<file path="src/rtl/pdrv_pkg.sv">
package pdrv_pkg;

  localparam int ADDR_W = 3;

  localparam logic [ADDR_W-1:0] A_CTRL  = 3'd0;
  localparam logic [ADDR_W-1:0] A_DIV   = 3'd1;
  localparam logic [ADDR_W-1:0] A_PER   = 3'd2;
  localparam logic [ADDR_W-1:0] A_STEPS = 3'd3;
  localparam logic [ADDR_W-1:0] A_TON0  = 3'd4;

  typedef enum logic [1:0] {
    IDLE_HIZ  = 2'b00,
    IDLE_LOW  = 2'b01,
    IDLE_HIGH = 2'b10,
    IDLE_HIZ2 = 2'b11
  } idle_e;

  typedef struct packed {
    logic [1:0] idle_b;
    logic [1:0] idle_a;
    logic       ref_sel;
    logic       dir;
    logic       pol_b;
    logic       pol_a;
    logic       en_b;
    logic       en_a;
  } ctrl_t;

  localparam int CTRL_W = $bits(ctrl_t);

endpackage

</file>
<file path="src/rtl/pdrv_regs.sv">
module pdrv_regs
  import pdrv_pkg::*;
#(
  parameter int DATA_W = 16,
  parameter int PRE_W  = 8,
  parameter int PER_W  = 8,
  parameter int STEP_W = 12,
  parameter int NCH    = 2
) (
  input  logic                      clk,
  input  logic                      rst,
  input  logic                      wr_en,
  input  logic [ADDR_W-1:0]         wr_addr,
  input  logic [DATA_W-1:0]         wr_data,
  output ctrl_t                     ctrl,
  output logic [PRE_W-1:0]          div,
  output logic [PER_W-1:0]          per,
  output logic [STEP_W-1:0]         steps,
  output logic [NCH-1:0][PER_W-1:0] t_on,
  output logic [NCH-1:0][PER_W-1:0] t_off
);

  logic unused_hi;
  assign unused_hi = ^wr_data[DATA_W-1:CTRL_W];

  always_ff @(posedge clk) begin
    if (rst) begin
      ctrl  <= '0;
      div   <= '0;
      per   <= '0;
      steps <= '0;
    end else if (wr_en) begin
      case (wr_addr)
        A_CTRL:  ctrl  <= ctrl_t'(wr_data[CTRL_W-1:0]);
        A_DIV:   div   <= wr_data[PRE_W-1:0];
        A_PER:   per   <= wr_data[PER_W-1:0];
        A_STEPS: steps <= wr_data[STEP_W-1:0];
        default: ;
      endcase
    end
  end

  for (genvar ch = 0; ch < NCH; ch++) begin : g_tim
    localparam logic [ADDR_W-1:0] AON  = A_TON0 + ADDR_W'(2 * ch);
    localparam logic [ADDR_W-1:0] AOFF = A_TON0 + ADDR_W'(2 * ch + 1);
    always_ff @(posedge clk) begin
      if (rst) begin
        t_on[ch]  <= '0;
        t_off[ch] <= '0;
      end else if (wr_en) begin
        if (wr_addr == AON)  t_on[ch]  <= wr_data[PER_W-1:0];
        if (wr_addr == AOFF) t_off[ch] <= wr_data[PER_W-1:0];
      end
    end
  end

endmodule

</file>
<file path="src/rtl/pdrv_timebase.sv">
module pdrv_timebase #(
  parameter int PRE_W  = 8,
  parameter int PER_W  = 8,
  parameter int STEP_W = 12,
  parameter int SYNC_N = 2
) (
  input  logic              clk,
  input  logic              rst,
  input  logic              start,
  input  logic              ref_sel,
  input  logic              ext_ref,
  input  logic [PRE_W-1:0]  div,
  input  logic [PER_W-1:0]  per,
  input  logic [STEP_W-1:0] steps,
  output logic              load,
  output logic              adv,
  output logic              busy_n,
  output logic [PER_W-1:0]  pos_n,
  output logic              busy,
  output logic              done
);

  localparam int SY_W = SYNC_N + 1;

  logic [SY_W-1:0]   sy;
  logic              evt_ext, src_evt, tick, end_per, last;
  logic [PRE_W-1:0]  pre_cnt, div_s;
  logic [PER_W-1:0]  pos, per_s;
  logic [STEP_W-1:0] stp, stp_s;
  logic              rsel_s;

  always_ff @(posedge clk) begin
    if (rst) sy <= '0;
    else     sy <= {sy[SY_W-2:0], ext_ref};
  end

  assign evt_ext = sy[SY_W-2] & ~sy[SY_W-1];
  assign load    = start & ~busy & (per != '0) & (steps != '0);
  assign src_evt = rsel_s ? evt_ext : 1'b1;
  assign tick    = busy & src_evt & (pre_cnt == div_s);
  assign end_per = (pos == per_s - 1'b1);
  assign last    = tick & end_per & (stp == stp_s - 1'b1);
  assign adv     = tick & ~last;
  assign busy_n  = load | (busy & ~last);
  assign pos_n   = (load | end_per) ? '0 : pos + 1'b1;

  always_ff @(posedge clk) begin
    if (rst) begin
      busy    <= 1'b0;
      done    <= 1'b0;
      pre_cnt <= '0;
      pos     <= '0;
      stp     <= '0;
      div_s   <= '0;
      per_s   <= '0;
      stp_s   <= '0;
      rsel_s  <= 1'b0;
    end else begin
      busy <= busy_n;
      done <= last;
      if (load) begin
        div_s   <= div;
        per_s   <= per;
        stp_s   <= steps;
        rsel_s  <= ref_sel;
        pre_cnt <= '0;
        pos     <= '0;
        stp     <= '0;
      end else if (busy && src_evt) begin
        if (pre_cnt == div_s) begin
          pre_cnt <= '0;
          pos     <= pos_n;
          if (end_per) stp <= stp + 1'b1;
        end else begin
          pre_cnt <= pre_cnt + 1'b1;
        end
      end
    end
  end

endmodule

</file>
<file path="src/rtl/pdrv_chan.sv">
module pdrv_chan
  import pdrv_pkg::*;
#(
  parameter int PER_W = 8
) (
  input  logic             clk,
  input  logic             rst,
  input  logic             load,
  input  logic             adv,
  input  logic             busy_n,
  input  logic [PER_W-1:0] pos_n,
  input  logic [PER_W-1:0] t_on,
  input  logic [PER_W-1:0] t_off,
  input  logic             pol,
  input  logic             en,
  input  idle_e            idle,
  output logic             out,
  output logic             oe
);

  logic [PER_W-1:0] ton_s, toff_s;
  logic             pol_s, en_s, lvl, lvl_n, run, en_e;
  idle_e            idle_s, idle_e_sel;

  function automatic logic step_lvl(input logic cur, input logic p,
                                    input logic [PER_W-1:0] ps,
                                    input logic [PER_W-1:0] on,
                                    input logic [PER_W-1:0] off);
    if (ps == off)     return p;
    else if (ps == on) return ~p;
    else               return cur;
  endfunction

  always_comb begin
    if (load)     lvl_n = step_lvl(pol, pol, '0, t_on, t_off);
    else if (adv) lvl_n = step_lvl(lvl, pol_s, pos_n, ton_s, toff_s);
    else          lvl_n = lvl;
    en_e       = load ? en : en_s;
    idle_e_sel = busy_n ? (load ? idle : idle_s) : idle;
    run        = busy_n & en_e;
  end

  always_ff @(posedge clk) begin
    if (rst) begin
      ton_s  <= '0;
      toff_s <= '0;
      pol_s  <= 1'b0;
      en_s   <= 1'b0;
      idle_s <= IDLE_HIZ;
      lvl    <= 1'b0;
      out    <= 1'b0;
      oe     <= 1'b0;
    end else begin
      if (load) begin
        ton_s  <= t_on;
        toff_s <= t_off;
        pol_s  <= pol;
        en_s   <= en;
        idle_s <= idle;
      end
      lvl <= lvl_n;
      out <= run ? lvl_n : (idle_e_sel == IDLE_HIGH);
      oe  <= run | (idle_e_sel == IDLE_LOW) | (idle_e_sel == IDLE_HIGH);
    end
  end

endmodule

</file>
<file path="src/rtl/pdrv_dual_pwm.sv">
module pdrv_dual_pwm
  import pdrv_pkg::*;
#(
  parameter int DATA_W = 16,
  parameter int PRE_W  = 8,
  parameter int PER_W  = 8,
  parameter int STEP_W = 12
) (
  input  logic              clk,
  input  logic              rst,
  input  logic              wr_en,
  input  logic [ADDR_W-1:0] wr_addr,
  input  logic [DATA_W-1:0] wr_data,
  input  logic              start,
  input  logic              ext_ref,
  output logic              out_a,
  output logic              oe_a,
  output logic              out_b,
  output logic              oe_b,
  output logic              busy,
  output logic              done
);

  localparam int NCH = 2;

  ctrl_t                     ctrl;
  logic [PRE_W-1:0]          div;
  logic [PER_W-1:0]          per, pos_n;
  logic [STEP_W-1:0]         steps;
  logic [NCH-1:0][PER_W-1:0] t_on, t_off;
  logic                      load, adv, busy_n;
  logic [NCH-1:0]            en_v, pol_v, out_v, oe_v;
  idle_e                     idle_v [NCH];

  pdrv_regs #(
    .DATA_W(DATA_W), .PRE_W(PRE_W), .PER_W(PER_W), .STEP_W(STEP_W), .NCH(NCH)
  ) u_regs (
    .clk(clk), .rst(rst), .wr_en(wr_en), .wr_addr(wr_addr), .wr_data(wr_data),
    .ctrl(ctrl), .div(div), .per(per), .steps(steps), .t_on(t_on), .t_off(t_off)
  );

  pdrv_timebase #(
    .PRE_W(PRE_W), .PER_W(PER_W), .STEP_W(STEP_W), .SYNC_N(2)
  ) u_tb (
    .clk(clk), .rst(rst), .start(start), .ref_sel(ctrl.ref_sel),
    .ext_ref(ext_ref), .div(div), .per(per), .steps(steps),
    .load(load), .adv(adv), .busy_n(busy_n), .pos_n(pos_n),
    .busy(busy), .done(done)
  );

  assign en_v      = {ctrl.en_b, ctrl.en_a};
  assign pol_v     = {ctrl.pol_b, ctrl.pol_a};
  assign idle_v[0] = idle_e'(ctrl.idle_a);
  assign idle_v[1] = idle_e'(ctrl.idle_b);

  for (genvar ch = 0; ch < NCH; ch++) begin : g_ch
    localparam int OTHER = NCH - 1 - ch;
    logic [PER_W-1:0] on_sel, off_sel;
    assign on_sel  = ctrl.dir ? t_on[OTHER]  : t_on[ch];
    assign off_sel = ctrl.dir ? t_off[OTHER] : t_off[ch];

    pdrv_chan #(.PER_W(PER_W)) u_ch (
      .clk(clk), .rst(rst), .load(load), .adv(adv), .busy_n(busy_n),
      .pos_n(pos_n), .t_on(on_sel), .t_off(off_sel), .pol(pol_v[ch]),
      .en(en_v[ch]), .idle(idle_v[ch]), .out(out_v[ch]), .oe(oe_v[ch])
    );
  end

  assign out_a = out_v[0];
  assign oe_a  = oe_v[0];
  assign out_b = out_v[1];
  assign oe_b  = oe_v[1];

endmodule

</file>
<file path="config.mk">
export PLATFORM = sky130hd
export DESIGN_NAME = pdrv_dual_pwm
export DESIGN_NICKNAME = d
export VERILOG_FILES = /design/src/rtl/pdrv_pkg.sv /design/src/rtl/pdrv_regs.sv /design/src/rtl/pdrv_timebase.sv /design/src/rtl/pdrv_chan.sv /design/src/rtl/pdrv_dual_pwm.sv
export SDC_FILE = /design/constraint.sdc
export NUM_CORES = 1
export LEC_CHECK = 0
export ABC_AREA = 1
export BUFFER_PORTS_ARGS = -buffer_cell sky130_fd_sc_hd__buf_2
export CAP_MARGIN = 0
export CORE_UTILIZATION = 40
export CTS_CLUSTER_DIAMETER = 80
export DETAILED_ROUTE_END_ITERATION = 7
export SLEW_MARGIN = 10
export SYNTH_ARGS = -nofsm -noshare
export SYNTH_HDL_FRONTEND = slang
export SYNTH_SLANG_ARGS = --single-unit
</file>
<file path="constraint.sdc">
create_clock -name clk -period 3.5 [get_ports clk]
set_clock_uncertainty 0.15 [all_clocks]
set_input_delay 0.175 -clock clk [delete_from_list [all_inputs] [get_ports clk]]
set_output_delay 0.175 -clock clk [all_outputs]
set_load 0.02 [all_outputs]
</file>
======== After elaboration in Yosys (flattened, before gate mapping) ========
Index checks and enable logic that the tools add are counted.
Widths: inputs -> output; s select.
cells by class
  add/sub/neg operators ................... 5
  bitwise gates (word level) .............. 25
  equal/unequal tests ..................... 18
  reductions and logical operators ........ 19
  mux-type cells .......................... 27
operators with widths
  operator               number
  $eq 8x8->1             6
  $mux 8                 6
  $logic_not 8->1        4
  $reduce_and 2->1       9
  $mux 1                 17
  $add 8x1->8 const B    2
  $add 12x1->12 const B  1
  $and 1x1->1            12
  $eq 12x12->1           1
  $eq 3x3->1 const B     4
  $reduce_bool 12->1     1
  $sub 12x1->12 const B  1
  $mux 2                 4
  $reduce_bool 8->1      1
  $sub 8x1->8 const B    1
  $not 1->1              7
  $eq 3x2->1 const B     2
  $or 1x1->1             6
  $eq 2x1->1 const B     2
  $eq 2x2->1 const B     2
  $eq 3x1->1 const B     1
  $logic_not 3->1        1
  $reduce_and 3->1       1
  $reduce_or 2->1        1
  $logic_and 1x1->1      1
word-level totals
  logic and storage cells ................. 135
  flip-flop bits (word level) ............. 178
  bits of input ports ..................... 24

======== Longest topological paths before layout ========
  depth in word-level cells ............... 14
  gate-level depth with buffers ........... 25
  depth with buffers taken out ............ 25

======== By module ========
Synthesis repeated with hierarchy kept, for this count alone.
second synthesis, totals
  cell total of the unflattened synthesis .. 1385
  area, all modules ....................... 9228.9 sq um
modules (own cells, without submodules)
  module         cells an instance  times used  area an instance (sq um)
  pdrv_timebase  529                1           3552.2
  pdrv_regs      406                1           2842.7
  pdrv_chan      173                2           1168.6
  pdrv_dual_pwm  104                1           496.7

======== Worst setup path before layout ========
Ideal clock, no wire load.
  path kind ............................... register to register
  start point ............................. register u_tb.per_s[0]
  end point ............................... register g_ch[1].u_ch.out
  buffers on the path ..................... 1
  arrival ................................. 2252 ps
  period minus slack after synthesis ...... 2511 ps
  library setup time ...................... 109 ps
  stages on the path, launching flop included .. 23
  setup slack ............................. 989 ps
  cell sequence ........................... dfxtp_1 > inv_2 > ha_1 > or2_2 > nand3_1 > nor2_1 > nand2_1 > nor2_2 > nand3_4 > buf_2 > nand4_1 > nand2_1 > nand3_1 > nor2_1 > nand3_1 > nand2_1 > inv_1 > nand2_1 > nand2_1 > nand2_1 > nand3_1 > nand2_1 > inv_1
between the ends
  word-level cells in the longest chain between the ends .. 10
  elaborated cells between the ends (all ways) .. 20
  classes of those cells .................. add/sub: 1; eq/ne: 4; mux: 7; bitwise: 8
ends and longest elaborated chain
  item                                              line                                                       RTL
  start: declaration                                pdrv_timebase.sv:28                                        logic [PER_W-1:0] pos, per_s;
  start signal: assignment                          pdrv_timebase.sv:63                                        per_s <= per;
  $sub 8x1->8 (*)                                   pdrv_timebase.sv:41                                        assign end_per = (pos == per_s - 1'b1);
  $eq 8x8->1 (*)                                    pdrv_timebase.sv:41
  $or 1x1->1 / $and 1x1->1 (equally long branches)  pdrv_timebase.sv:45, pdrv_timebase.sv:42
  $mux 8 / $and 1x1->1 (equally long branches)      pdrv_timebase.sv:45, pdrv_timebase.sv:42
  $eq 8x8->1 / $not 1->1 (equally long branches)    pdrv_chan.sv:30, pdrv_timebase.sv:43, pdrv_timebase.sv:44
  $mux 1 / $and 1x1->1 (equally long branches)      pdrv_chan.sv:30, pdrv_timebase.sv:44
  $mux 1 / $or 1x1->1 (equally long branches)       pdrv_chan.sv:29, pdrv_timebase.sv:44
  $mux 1 / $mux 2 (equally long branches)           pdrv_chan.sv:36, pdrv_chan.sv:39
  $mux 1 / $eq 2x2->1 (equally long branches)       pdrv_chan.sv:35, pdrv_chan.sv:62
  $mux 1 (*)                                        pdrv_chan.sv:62                                            out <= run ? lvl_n : (idle_e_sel == IDLE_HIGH);
  end signal: assignment                            pdrv_chan.sv:62
  end: declaration                                  pdrv_chan.sv:17                                            output logic out,
Every way passes the cells marked *; elsewhere a longest branch is shown, timed or not.
A chain may end at the register's enable or synchronous reset.

======== Worst setup path after layout ========
Same ends and word-level chain as after synthesis.

==> results.json <==
{
  "status": "complete, no violations",
  "slew_headroom_pct": 47.5,
  "seq_area_frac_synth_pct": 40.8,
  "drt_wl_total_um": 22500,
  "clkTransAtPathRegs_ns": 0.07,
  "dieArea_mm2": 0.0224,
  "antenna_found_initial": 0,
  "io_buffer_count": 25,
  "syn-cell-area_mm2": 0.00873,
  "fp.dieW_um": 150,
  "rows": 53,
  "critPathRequiredTime_ns": 3.69,
  "wirelength_met1_um": 11400,
  "cts_made_buffers": 17,
  "finalInstanceArea_mm2": 0.00977,
  "ys_types": 36,
  "power_mw": 4.95,
  "path_max_fanout": 23,
  "final_nets": 1324,
  "cts_tree": "done",
  "end_kind": "flip-flop",
  "grt_setup_unrepaired": "false",
  "crit_top_cell": "nand2_1",
  "final_util_pct": 46.0,
  "async_flop_share_pct": 0,
  "clk_path_buf_depth": 2,
  "start_util_pct": 41.1,
  "period_share_pct": 88.8,
  "cp.arrival_ns": 3.30,
  "cp_slowest_stage_delay_ns": 0.38,
  "wl_met2_um": 9900,
  "worstMarginPinSlew_ns": 0.780,
  "dieHeight_um": 150,
  "cts_sinks": 178,
  "final_max_slew_viol_count": 0,
  "drive_gt1_share_pct": 8.03,
  "vdd_drop_max_uv": 370,
  "whs_ns": 0.00844,
  "dp.cells": 1538,
  "finalSetupViolCount": 0,
  "first_pass_iters": 5,
  "h-tree-depth": 4,
  "core_mm2": 0.0212,
  "cp_top_family": "simple AND/OR/NAND/NOR gates",
  "placed_area_mm2": 0.00908,
  "stdcell_count": 1583,
  "antenna_cells": 0,
  "hold_class": "in -> reg",
  "grtUsageTotal_pct": 21.3,
  "start_kind": "flip-flop",
  "slowest_stage": "dfxtp_1",
  "grt_overflow": 0,
  "wire_per_inst_um": 14.2,
  "ant_nets": 0,
  "dr_total_vias": 7879,
  "clk_latency_ns": 0.44,
  "synthCells": 1278,
  "syn_nets": 1307,
  "n_fill_cell": 2218,
  "avgSynthCellArea_um2": 6.83,
  "worst_slack_ns": 0.392,
  "area_growth_pct": 12.0,
  "cp_num_buf_inv": 4,
  "ys_seq_elements": 178,
  "fmax_ghz": 0.322,
  "detailed_place_hpwl_um": 16300,
  "yosys_warnings": 0,
  "post-route-drc-count": 0,
  "grt_pass1_vias": 7072,
  "grt_start_max_net_pins": 87,
  "io_pins": 30,
  "synth_edf_count": 0,
  "setup_tns_ns": 0,
  "post_cts_resize_count": 0,
  "power_per_cell_area_mw_per_mm2": 507,
  "path_class": "reg -> reg",
  "root_buffer": "clkbuf_16",
  "place_congestion": 0.837,
  "layout_min_cycle_time_ns": 3.11,
  "cap_violations": 0,
  "pre_cts_slack_ns": 0.438,
  "via_per_inst": 4.98,
  "grt_pass1_wl_um": 36700,
  "hold_viol": 0,
  "top_layer": "met4",
  "dominantRegCellSynth": "dfxtp_1",
  "cts_setup_buffers": 0,
  "leakagePower_nw": 4.16,
  "wl_met3_um": 855,
  "drt_iter0_drc": 529
}
cell usage after synthesis (2+ instances only):
cell | count | area (um^2)
nor3b_1 | 8 | 60.1
nand3_2 | 6 | 60.1
a21oi_1 | 88 | 440
o21ai_1 | 3 | 15.0
or2_2 | 9 | 56.3
a211oi_1 | 16 | 120
nor3_1 | 11 | 55.1
buf_6 | 2 | 22.5
nor2_2 | 4 | 25.0
buf_1 | 5 | 18.8
xnor2_1 | 12 | 105
inv_1 | 166 | 623
buf_2 | 7 | 35.0
nor2_4 | 2 | 22.5
o22ai_1 | 5 | 31.3
nand3_1 | 39 | 195
dfxtp_1 | 178 | 3560
nor4_1 | 9 | 56.3
or2_1 | 2 | 12.5
or2_0 | 2 | 12.5
clkbuf_1 | 41 | 154
xor2_1 | 20 | 175
nor2_1 | 187 | 702
inv_2 | 8 | 30.0
ha_1 | 5 | 62.6
clkinv_1 | 2 | 7.51
nand4_1 | 52 | 325
nand2_1 | 213 | 800
o21ai_0 | 166 | 831
mux2i_1 | 4 | 40.0
power breakdown:
part           internal, mW  switching (mW)  total, mW
registers              2.14          0.0730       2.21
clock network         0.994           0.853       1.85
logic                 0.304           0.587      0.891
total                  3.44            1.51       4.95
tightest hold or removal path, stage by stage:
cell and delay [ns]:
buf_2 0.19, nor2_1 0.13, nor2_1 0.05
sequential cells by signal, indices dropped and copies added (netlist names), 10 cells and up:
name,count
g_ch.u_ch.ton_s,16
u_tb.stp_s,12
u_regs.ctrl,10
u_regs.t_on,16
u_regs.steps,12
u_tb.stp,12
u_regs.t_off,16
g_ch.u_ch.toff_s,16
timing repair:
action | in CTS | in global routing
hold buffers | 13 | 0
endpoints found under the hold margin | 35 | 0
endpoints found under the setup margin | 0 | 0
path summary, 6_finish.rpt:
kind | startpoint | end | slack, ns | depth (start not counted)
setup / recovery | u_tb.per_s[0] | g_ch[1].u_ch.out | 0.39 | 25
hold / removal | wr_data[7] | u_regs.div[7] | 0.008 | 3
setup reg to reg | u_tb.per_s[0] | g_ch[1].u_ch.out | 0.39 | 25
hold reg to reg | u_tb.sy[0] | u_tb.sy[1] | 0.25 | 2
metal layers:
metal	track usage, %	vias to the layer above
li1	-	4184
met1	29.8	3544
met2	33.1	127
met3	4.02	24
met4	6.21	0
met5	0	-
kinds of logic after synthesis:
kind of cell | share of synthesized area [%]
muxes | 0.459
buffers and inverters | 10.2
xor gates and xnor gates | 3.21
and+or+nand+nor | 28.1
AOI/OAI and AO/OA | 16.5
DFF | 40.8
adders and majority gates | 0.717
layout make-up:
class                   count  area, um^2  area share, %
multi-input cells         869        4280           43.8
inverters                 176         661           6.76
flip-flops and latches    178        3560           36.5
clock inverters            13         123           1.25
clock buffers              19         433           4.43
well taps                 275         344           3.52
repair buffers             53         368           3.76
layout by cell type, fill, tap and decap left out, types with 4 or more instances in the layout:
cell / n
buf_4: 15
nor3_1: 11
buf_2: 25
nor2_1: 187
inv_1: 165
xnor2_1: 12
ha_1: 5
a21oi_1: 88
or2_2: 9
o22ai_1: 5
nand4_1: 52
xor2_1: 20
clkbuf_16: 17
nor4_1: 9
inv_2: 9
inv_6: 6
clkinv_2: 4
nand2_1: 212
dfxtp_1: 178
nor2_2: 4
dlygate4sd3_1: 13
mux2i_1: 4
nand3_1: 39
nor3b_1: 8
o21ai_0: 166
nand3_2: 6
a211oi_1: 16
(Power assumes the default switching activity.)
